### src/rtl/fall_thru_fifo_pkg.sv
package fall_thru_fifo_pkg;
  localparam int unsigned DATA_W = 36;

  typedef logic [DATA_W-1:0] word_t;

  typedef enum logic {
    TM_STANDARD = 1'b0,
    TM_FALL     = 1'b1
  } tmode_e;
endpackage

### src/rtl/fifo_mode_latch.sv
module fifo_mode_latch
  import fall_thru_fifo_pkg::*;
(
  input  logic   clk_i,
  input  logic   rst_ni,
  input  logic   sel_ni,
  output tmode_e mode_o
);
  logic   done_q;
  tmode_e mode_q;

  // sample once on the first edge after reset release
  always_ff @(posedge clk_i or negedge rst_ni) begin
    if (!rst_ni) begin
      done_q <= 1'b0;
      mode_q <= TM_STANDARD;
    end else if (!done_q) begin
      done_q <= 1'b1;
      mode_q <= sel_ni ? TM_STANDARD : TM_FALL;
    end
  end

  assign mode_o = mode_q;

  p_mode_fixed_r2: assert property (@(posedge clk_i) disable iff (!rst_ni)
    (done_q && $past(done_q)) |-> $stable(mode_q))
    else $error("timing mode changed after latch");
endmodule

### src/rtl/fifo_store.sv
module fifo_store
  import fall_thru_fifo_pkg::*;
#(
  parameter int unsigned DEPTH = 8
) (
  input  logic  clk_i,
  input  logic  rst_ni,
  input  logic  push_i,
  input  word_t wdata_i,
  input  logic  pop_i,
  output word_t head_o,
  output logic  empty_o,
  output logic  full_o
);
  localparam int unsigned AW = (DEPTH > 1) ? $clog2(DEPTH) : 1;
  localparam int unsigned CW = $clog2(DEPTH + 1);
  localparam logic [AW-1:0] LAST = AW'(DEPTH - 1);

  word_t          mem_q [DEPTH];
  logic  [AW-1:0] wptr_q, rptr_q;
  logic  [CW-1:0] cnt_q;

  function automatic logic [AW-1:0] bump(input logic [AW-1:0] p);
    return (p == LAST) ? '0 : p + 1'b1;
  endfunction

  always_ff @(posedge clk_i) begin
    if (push_i) mem_q[wptr_q] <= wdata_i;
  end

  always_ff @(posedge clk_i or negedge rst_ni) begin
    if (!rst_ni) begin
      wptr_q <= '0;
      rptr_q <= '0;
      cnt_q  <= '0;
    end else begin
      if (push_i) wptr_q <= bump(wptr_q);
      if (pop_i)  rptr_q <= bump(rptr_q);
      if (push_i && !pop_i)      cnt_q <= cnt_q + 1'b1;
      else if (pop_i && !push_i) cnt_q <= cnt_q - 1'b1;
    end
  end

  assign head_o  = mem_q[rptr_q];
  assign empty_o = (cnt_q == '0);
  assign full_o  = (cnt_q == CW'(DEPTH));

  p_no_overflow_r6: assert property (@(posedge clk_i) disable iff (!rst_ni)
    full_o |-> !push_i) else $error("push into full memory");
  p_no_underflow_r6: assert property (@(posedge clk_i) disable iff (!rst_ni)
    empty_o |-> !pop_i) else $error("pop from empty memory");
  p_count_bound_r5: assert property (@(posedge clk_i) disable iff (!rst_ni)
    cnt_q <= CW'(DEPTH)) else $error("occupancy out of range");
endmodule

### src/rtl/fifo_out_stage.sv
module fifo_out_stage
  import fall_thru_fifo_pkg::*;
(
  input  logic   clk_i,
  input  logic   rst_ni,
  input  tmode_e mode_i,
  input  logic   store_empty_i,
  input  word_t  head_i,
  input  logic   rd_en_i,
  output logic   pop_o,
  output word_t  rd_data_o,
  output logic   out_rdy_o
);
  word_t data_q;
  logic  valid_q;
  logic  pop;

  always_comb begin
    if (mode_i == TM_FALL) begin
      out_rdy_o = valid_q;
      pop       = !store_empty_i && (!valid_q || rd_en_i);
    end else begin
      out_rdy_o = !store_empty_i;
      pop       = rd_en_i && !store_empty_i;
    end
  end

  always_ff @(posedge clk_i or negedge rst_ni) begin
    if (!rst_ni) begin
      data_q  <= '0;
      valid_q <= 1'b0;
    end else begin
      if (pop) data_q <= head_i;
      if (mode_i != TM_FALL) valid_q <= 1'b0;
      else if (pop)          valid_q <= 1'b1;
      else if (rd_en_i)      valid_q <= 1'b0;
    end
  end

  assign pop_o     = pop;
  assign rd_data_o = data_q;

  p_fall_through_r3: assert property (@(posedge clk_i) disable iff (!rst_ni)
    (mode_i == TM_FALL && !valid_q && !store_empty_i) |=> out_rdy_o)
    else $error("head word did not fall through");
  p_hold_unread_r4: assert property (@(posedge clk_i) disable iff (!rst_ni)
    (mode_i == TM_FALL && out_rdy_o && !rd_en_i) |=> (out_rdy_o && $stable(rd_data_o)))
    else $error("unread output word changed");
  p_std_read_data_r7: assert property (@(posedge clk_i) disable iff (!rst_ni)
    (mode_i == TM_STANDARD && pop_o) |=> (rd_data_o == $past(head_i)))
    else $error("standard read returned wrong word");
endmodule

### src/rtl/sync_fall_thru_fifo.sv
module sync_fall_thru_fifo
  import fall_thru_fifo_pkg::*;
#(
  parameter int unsigned DEPTH = 8
) (
  input  logic        clk_i,
  input  logic        rst_ni,
  input  logic        fall_thru_ni,
  input  logic        wr_en_i,
  input  logic [35:0] wr_data_i,
  input  logic        rd_en_i,
  output logic [35:0] rd_data_o,
  output logic        out_rdy_o,
  output logic        in_rdy_o
);
  tmode_e mode;
  word_t  head;
  logic   st_empty, st_full, push, pop;

  fifo_mode_latch i_mode (
    .clk_i  (clk_i),
    .rst_ni (rst_ni),
    .sel_ni (fall_thru_ni),
    .mode_o (mode)
  );

  assign in_rdy_o = !st_full;
  assign push     = wr_en_i && in_rdy_o;

  fifo_store #(.DEPTH(DEPTH)) i_store (
    .clk_i   (clk_i),
    .rst_ni  (rst_ni),
    .push_i  (push),
    .wdata_i (wr_data_i),
    .pop_i   (pop),
    .head_o  (head),
    .empty_o (st_empty),
    .full_o  (st_full)
  );

  fifo_out_stage i_out (
    .clk_i         (clk_i),
    .rst_ni        (rst_ni),
    .mode_i        (mode),
    .store_empty_i (st_empty),
    .head_i        (head),
    .rd_en_i       (rd_en_i),
    .pop_o         (pop),
    .rd_data_o     (rd_data_o),
    .out_rdy_o     (out_rdy_o)
  );

  p_reset_flags_r8: assert property (@(posedge clk_i) disable iff (!rst_ni)
    $rose(rst_ni) |-> (!out_rdy_o && in_rdy_o))
    else $error("flags wrong after reset");
endmodule

### config.mk
export PLATFORM = sky130hd
export DESIGN_NAME = sync_fall_thru_fifo
export DESIGN_NICKNAME = d
export VERILOG_FILES = /design/src/rtl/fall_thru_fifo_pkg.sv /design/src/rtl/fifo_mode_latch.sv /design/src/rtl/fifo_store.sv /design/src/rtl/fifo_out_stage.sv /design/src/rtl/sync_fall_thru_fifo.sv
export SDC_FILE = /design/constraint.sdc
export NUM_CORES = 1
export LEC_CHECK = 0
export ABC_AREA = 1
export ABC_CLOCK_PERIOD_IN_PS = 2600
export CAP_MARGIN = 5
export CORE_UTILIZATION = 54
export DETAILED_ROUTE_END_ITERATION = 10
export PLACE_DENSITY = 0.88
export REMOVE_ABC_BUFFERS = 1
export SLEW_MARGIN = 25
export SYNTH_ARGS = -nofsm -noshare
export SYNTH_HDL_FRONTEND = slang
export SYNTH_HIERARCHICAL = 1
export SYNTH_SLANG_ARGS = --single-unit
### constraint.sdc
create_clock -name clk_i -period 2.6 [get_ports clk_i]
set_input_delay 0.52 -clock clk_i [delete_from_list [all_inputs] [get_ports clk_i]]
set_output_delay 0.52 -clock clk_i [all_outputs]
set_load 0.05 [all_outputs]
# After elaboration in Yosys (flattened, before gate mapping)

Memory sizes are Yosys's and may differ from the RTL's. A register that Yosys moved wholly into a read port is not among the register bits.
Index checks and enable logic that the tools add are counted.

Logic and storage cells: 41
Memories kept: 1
Bits in writable memories: 288
Bits in registers: 13
Bits of input ports: 41

Memories:

| name          | depth | width | read ports | clocked after Yosys merged registers in | write ports | line             | text |
|---|---|---|---|---|---|---|---|
| i_store.mem_q | 8     | 36    | 1          | 1                                       | 1           | fifo_store.sv:19 | `word_t mem_q [DEPTH];` |

Reduce and logical (&&, ||, !) cells: 14
$add $sub $neg: 4
Muxes and demuxes: 12
Eq/ne operators: 4

Operators with widths:

| operator            | count |
|---|---|
| $mux 1              | 8 |
| $mux 4              | 2 |
| $add 3x1->3 const B | 2 |
| $eq 3x3->1 const B  | 2 |
| $logic_not 1->1     | 6 |
| $mux 3              | 2 |
| $logic_and 1x1->1   | 5 |
| $add 4x1->4 const B | 1 |
| $eq 4x4->1 const B  | 1 |
| $logic_not 4->1     | 1 |
| $sub 4x1->4 const B | 1 |
| $ne 3x2->1 const B  | 1 |
| $reduce_bool 2->1   | 1 |
| $logic_or 1x1->1    | 1 |

# Longest topological paths before layout

Depth in word-level cells: 7
Depth in mapped cells: 16
Mapped depth without buffers: 15

# Modules after synthesis

Netlist, hierarchy kept.

Modules (own cells, without submodules):

| module              | area each (um^2) | instances | cells an instance |
|---|---|---|---|
| fifo_store          | 12913.6          | 1         | 1320 |
| fifo_out_stage      | 1517.7           | 1         | 165 |
| fifo_mode_latch     | 62.6             | 1         | 5 |
| sync_fall_thru_fifo | 13.8             | 1         | 3 |

# Worst setup path before layout

OpenSTA, ideal clock, no wires.

Kind: input -> register
From: input wr_en_i
To: memory i_store/mem_q[1][0] (netlist bit) (enable)
Arrival time: 2.445 ns
Setup time: 0.429 ns
Stages: 4
Setup slack: -0.275 ns
Data required time: 2.171 ns
Cells stage by stage: inv_1 nor2_2 nand2_1 nor2_1

Word-level cells in the longest chain between the ends: 3

Ends and longest elaborated chain:

| what                         | line                      | text |
|---|---|---|
| start, declared              | sync_fall_thru_fifo.sv:9  | `input logic wr_en_i,` |
| $logic_and 1x1->1            | sync_fall_thru_fifo.sv:28 | `assign push = wr_en_i && in_rdy_o;` |
| via push                     | sync_fall_thru_fifo.sv:18 | `logic st_empty, st_full, push, pop;` |
| $mux 1                       | fifo_store.sv:28          | `if (push_i) mem_q[wptr_q] <= wdata_i;` |
| $mux 1 (implied by the code) | fifo_store.sv:28          |  |
| end, declared                | fifo_store.sv:19          |  |

The timed path passes the listed nets, and every way through them passes these cells.

# Worst setup path in the final report

From: register i_store.cnt_q[2]
To: output out_rdy_o

Word-level cells in the longest chain between the ends: 3

Ends and longest elaborated chain:

| what                   | line                      | text |
|---|---|---|
| start, declared        | fifo_store.sv:21          | `logic [CW-1:0] cnt_q;` |
| start signal, assigned | fifo_store.sv:39          | `if (push_i && !pop_i) cnt_q <= cnt_q + 1'b1;` |
| start signal, assigned | fifo_store.sv:40          | `else if (pop_i && !push_i) cnt_q <= cnt_q - 1'b1;` |
| $logic_not 4->1        | fifo_store.sv:45          | `assign empty_o = (cnt_q == '0);` |
| via st_empty           | sync_fall_thru_fifo.sv:18 |  |
| $logic_not 1->1        | fifo_out_stage.sv:23      | `out_rdy_o = !store_empty_i;` |
| $mux 1                 | fifo_out_stage.sv:19      | `if (mode_i == TM_FALL) begin` |
| end, declared          | sync_fall_thru_fifo.sv:13 | `output logic out_rdy_o,` |

The timed path passes the listed nets, and every way through them passes these cells.

==> metrics.md <==
| Metric | Value |
|---|---|
| Reg-to-Reg Start | `i_store/cnt_q[0]$_DFFE_PN0P_` |
| Starting DRC count in detailed routing | `938` |
| Final net count | `1624` |
| Bufs and invs on worst path | `3` |
| CP Cell Sequence | `nor4_2 -> inv_2 -> buf_6 -> o21a_1 -> buf_4` |
| Design area | `16900 um2` |
| Initial antenna violation count | `0` |
| Synth area leaders | `edfxtp_1 (60%), nand2_1 (15%), dfrtp_1 (8.5%)` |
| Clk_lat worst skew | `0.52 ns` |
| Synthesized area | `14500 um2` |
| Vias/cell | `5.25` |
| IO Pins | `79` |
| Unrepaired setup endpoints after global routing | `no` |
| Synth warnings | `6` |
| Ys flop type | `edfxtp_1` |
| Crit Path Class | `reg2out` |
| Final setup viols | `0` |
| Post-CTS Repair Setup Buffers | `0` |
| CP Capture Type | `primary output` |
| Family with the most delay on the worst path | `buffers and inverters` |
| Area post-placement | `15900 um2` |
| Post-synth EDFFs | `288` |
| Root Driver | `clkbuf_16` |
| Gr ovfl total | `0` |
| Core Box Area | `26200 um2` |
| Worst slack, placed | `0.118 ns` |
| Num CTS Buffers | `34` |
| Synth top area share | `59.6%` |
| Worst-path maximum fanout | `37` |
| Hpwl dp | `18300 um` |
| Critical Path End | `out_rdy_o` |
| Synth top cells by count | `nand2_1 (564), nor2_1 (299), edfxtp_1 (288)` |
| Most used standard cell by instance count after synthesis | `nand2_1` |
| Largest net degree at the start of global routing | `88` |
| Pwr per Cell Area | `1170 nW/um2` |
| Total Routing Usage GR | `23.7%` |
| Die area | `27500 um2` |
| Min cycle time layout | `2.53 ns` |
| Slew Viols, Final | `0` |
| Clock Path Buffers | `3` |
| Routability Congestion | `0.814` |
| Share of the cycle needed by the critical path after routing | `97.4%` |
| Total clock sinks | `337` |
| Slew @ Worst Pin | `0.896 ns` |
| Vias | `10200` |
| Vias in the first global route | `10200` |
| Layout cells sized above 1 | `6.19%` |
| Launch point of the worst path | `i_store/cnt_q[2]$_DFFE_PN0P_` |
| Critical Path AT | `2.01 ns` |
| Final WL | `32400 um` |
| CTS tree | `done` |
| Seq cells post-synth | `337` |
| First-pass GRT wire length | `51500 um` |
| Setup crit start kind | `flip-flop` |
| Die width | `166 um` |
| # Max-Cap Violations | `0` |
| I/O Buffers | `78` |
| Failing checks | `DRC, hold timing` |
| Post-CTS sizing | `3` |
| Final hold viol count | `7` |
| Placement row count | `59` |
| DRT antenna net count | `0` |
| Total Power | `0.0199 W` |
| R2R Setup Slk | `0.30 ns` |
| Worst path slowest cell | `dfrtp_1` |
| Clock Skew | `0.0172 ns` |
| # DRC | `5` |
| H-Tree Depth | `2` |
| CTS Hold Bufs | `0` |
| CTS clock-pin slew for the worst setup and hold paths | `0.06 ns` |
| Status | `finished, violations left` |
| WP data required | `2.08 ns` |
| Layout area overhead | `16.6%` |
| Asr flop ratio synth | `14.5%` |
| Sequential-to-total area share from yosys stat | `68.1%` |
| CP max stage delay | `0.42 ns` |
| TritonRoute pass-1 iters | `9` |
| Syn avg cell area | `9.72 um2` |
| R2r worst-path depth | `10` |
| Setup ws final | `0.0680 ns` |
| Largest area contributor in the netlist | `edfxtp_1` |
| Hold crit path type | `in2async` |
| Synth Instances | `1493` |
| Distinct cells, synth | `26` |
| Wire per inst | `16.7 um` |
| Final hold slack | `-0.00940 ns` |
| CP Depth | `5` |
| Fmax | `395 MHz` |
| Maximum vdd drop | `0.000713 V` |
| Die height | `166 um` |
| Slew HR | `40.2%` |
| Antenna diode count | `0` |
| Lkg Pwr | `7.40 nW` |
| Starting density of the core | `55.4%` |
| FF-to-FF End | `i_store/cnt_q[3]$_DFFE_PN0P_` |
## layout by cell type (no fill, tap or decap), types with 2 or more instances in the layout
cell / n
buf_12: 16
clkinv_2: 3
inv_1: 158
ha_1: 7
inv_6: 3
clkdlybuf4s50_1: 75
xnor2_1: 2
dfrtp_1: 46
edfxtp_1: 288
nand2_1: 564
inv_2: 3
nand3_1: 40
dfrtp_2: 2
clkbuf_16: 34
clkbuf_8: 2
clkinv_1: 4
clkbuf_1: 12
nor2_4: 8
bufinv_16: 2
nand2_4: 2
o21ai_0: 6
buf_4: 16
nor2_1: 291
## worst register-to-register path: cells and delay by family, from the launching register on
| kind | cells | cell delay [ns] |
|---|---|---|
| buf+inv | 1 | 0.08 |
| fa+ha+maj | 2 | 0.48 |
| flops | 1 | 0.47 |
| simple gates | 7 | 1.17 |
## stage by stage
step                      TNS [ns]  util (%)  hold slack (ns)  instances
after floorplan            -185.11         -            0.224       1429
after global placement           0      60.5            0.421       1874
after detailed placement         0      60.5            0.434       1874
after CTS                        0      64.6          0.00978       1935
after global routing             0      64.6           0.0265       1935
final                            0      64.6         -0.00940       1935
## flip-flops by register name, indices dropped and copies added, names as in the netlist
name and cells:
i_mode/done_q 1, i_store/cnt_q 4, i_out/rd_data_o 36, i_out/valid_q 1, i_store/rptr_q 3, i_mode/mode_o 1
i_store/wptr_q 3, i_store/mem_q 288
## report_power, final
part           internal (W)  leakage [nW]  switching [W]  total (W)
sequential          0.00691          3.21       0.000496    0.00741
combinational       0.00248          3.68        0.00533    0.00781
clock               0.00270         0.514        0.00195    0.00465
## per-layer routing
| layer | routed length (um) | GRT usage [%] |
|---|---|---|
| met4 | 878 | 9.10 |
| met1 | 13000 | 30.1 |
| met3 | 2270 | 3.29 |
| met5 | 0 | 0 |
| met2 | 16200 | 41.5 |
## layout make-up
cell class | count | area, um2
Clock buffer | 48 | 923
Fill cell | 1811 | 9290
Inverter | 161 | 604
Tap cell | 335 | 419
Multi-Input combinational cell | 931 | 3740
Timing Repair Buffer | 110 | 1220
Clock inverter | 13 | 133
Sequential cell | 337 | 9880
## worst min-delay path by stage
stage	from	endpoint	slack (ns)	depth (start not counted)
4_1_cts	rst_ni	i_out/rd_data_o[4]$_DFFE_PN0P_	0.01	1
5_1_grt	rst_ni	i_out/rd_data_o[4]$_DFFE_PN0P_	0.03	1
3_3_place_gp	i_mode/done_q$_DFF_PN0_	i_mode/mode_o$_DFFE_PN0N_	0.42	1
2_1_floorplan	rst_ni	i_mode/done_q$_DFF_PN0_	0.22	0
6_report	rst_ni	i_out/rd_data_o[4]$_DFFE_PN0P_	-0.009	1
3_5_place_dp	i_mode/done_q$_DFF_PN0_	i_mode/mode_o$_DFFE_PN0N_	0.43	1
## cells by family (layout without fill, tap and decap cells)
| group | Yosys count | after routing | share of synthesized area (%) |
|---|---|---|---|
| adder cells (fa/ha/maj) | 8 | 8 | 0.742 |
| AND/OR/NAND/NOR | 910 | 910 | 24.1 |
| buffers and inverters | 225 | 332 | 6.59 |
| flip-flops | 337 | 337 | 68.1 |
| XOR/XNOR | 2 | 2 | 0.121 |
| other | 1 | 1 | 0.0258 |
| AO/OA/AOI/OAI | 10 | 10 | 0.379 |
No activity file was read; power rests on OpenSTA's default activity.
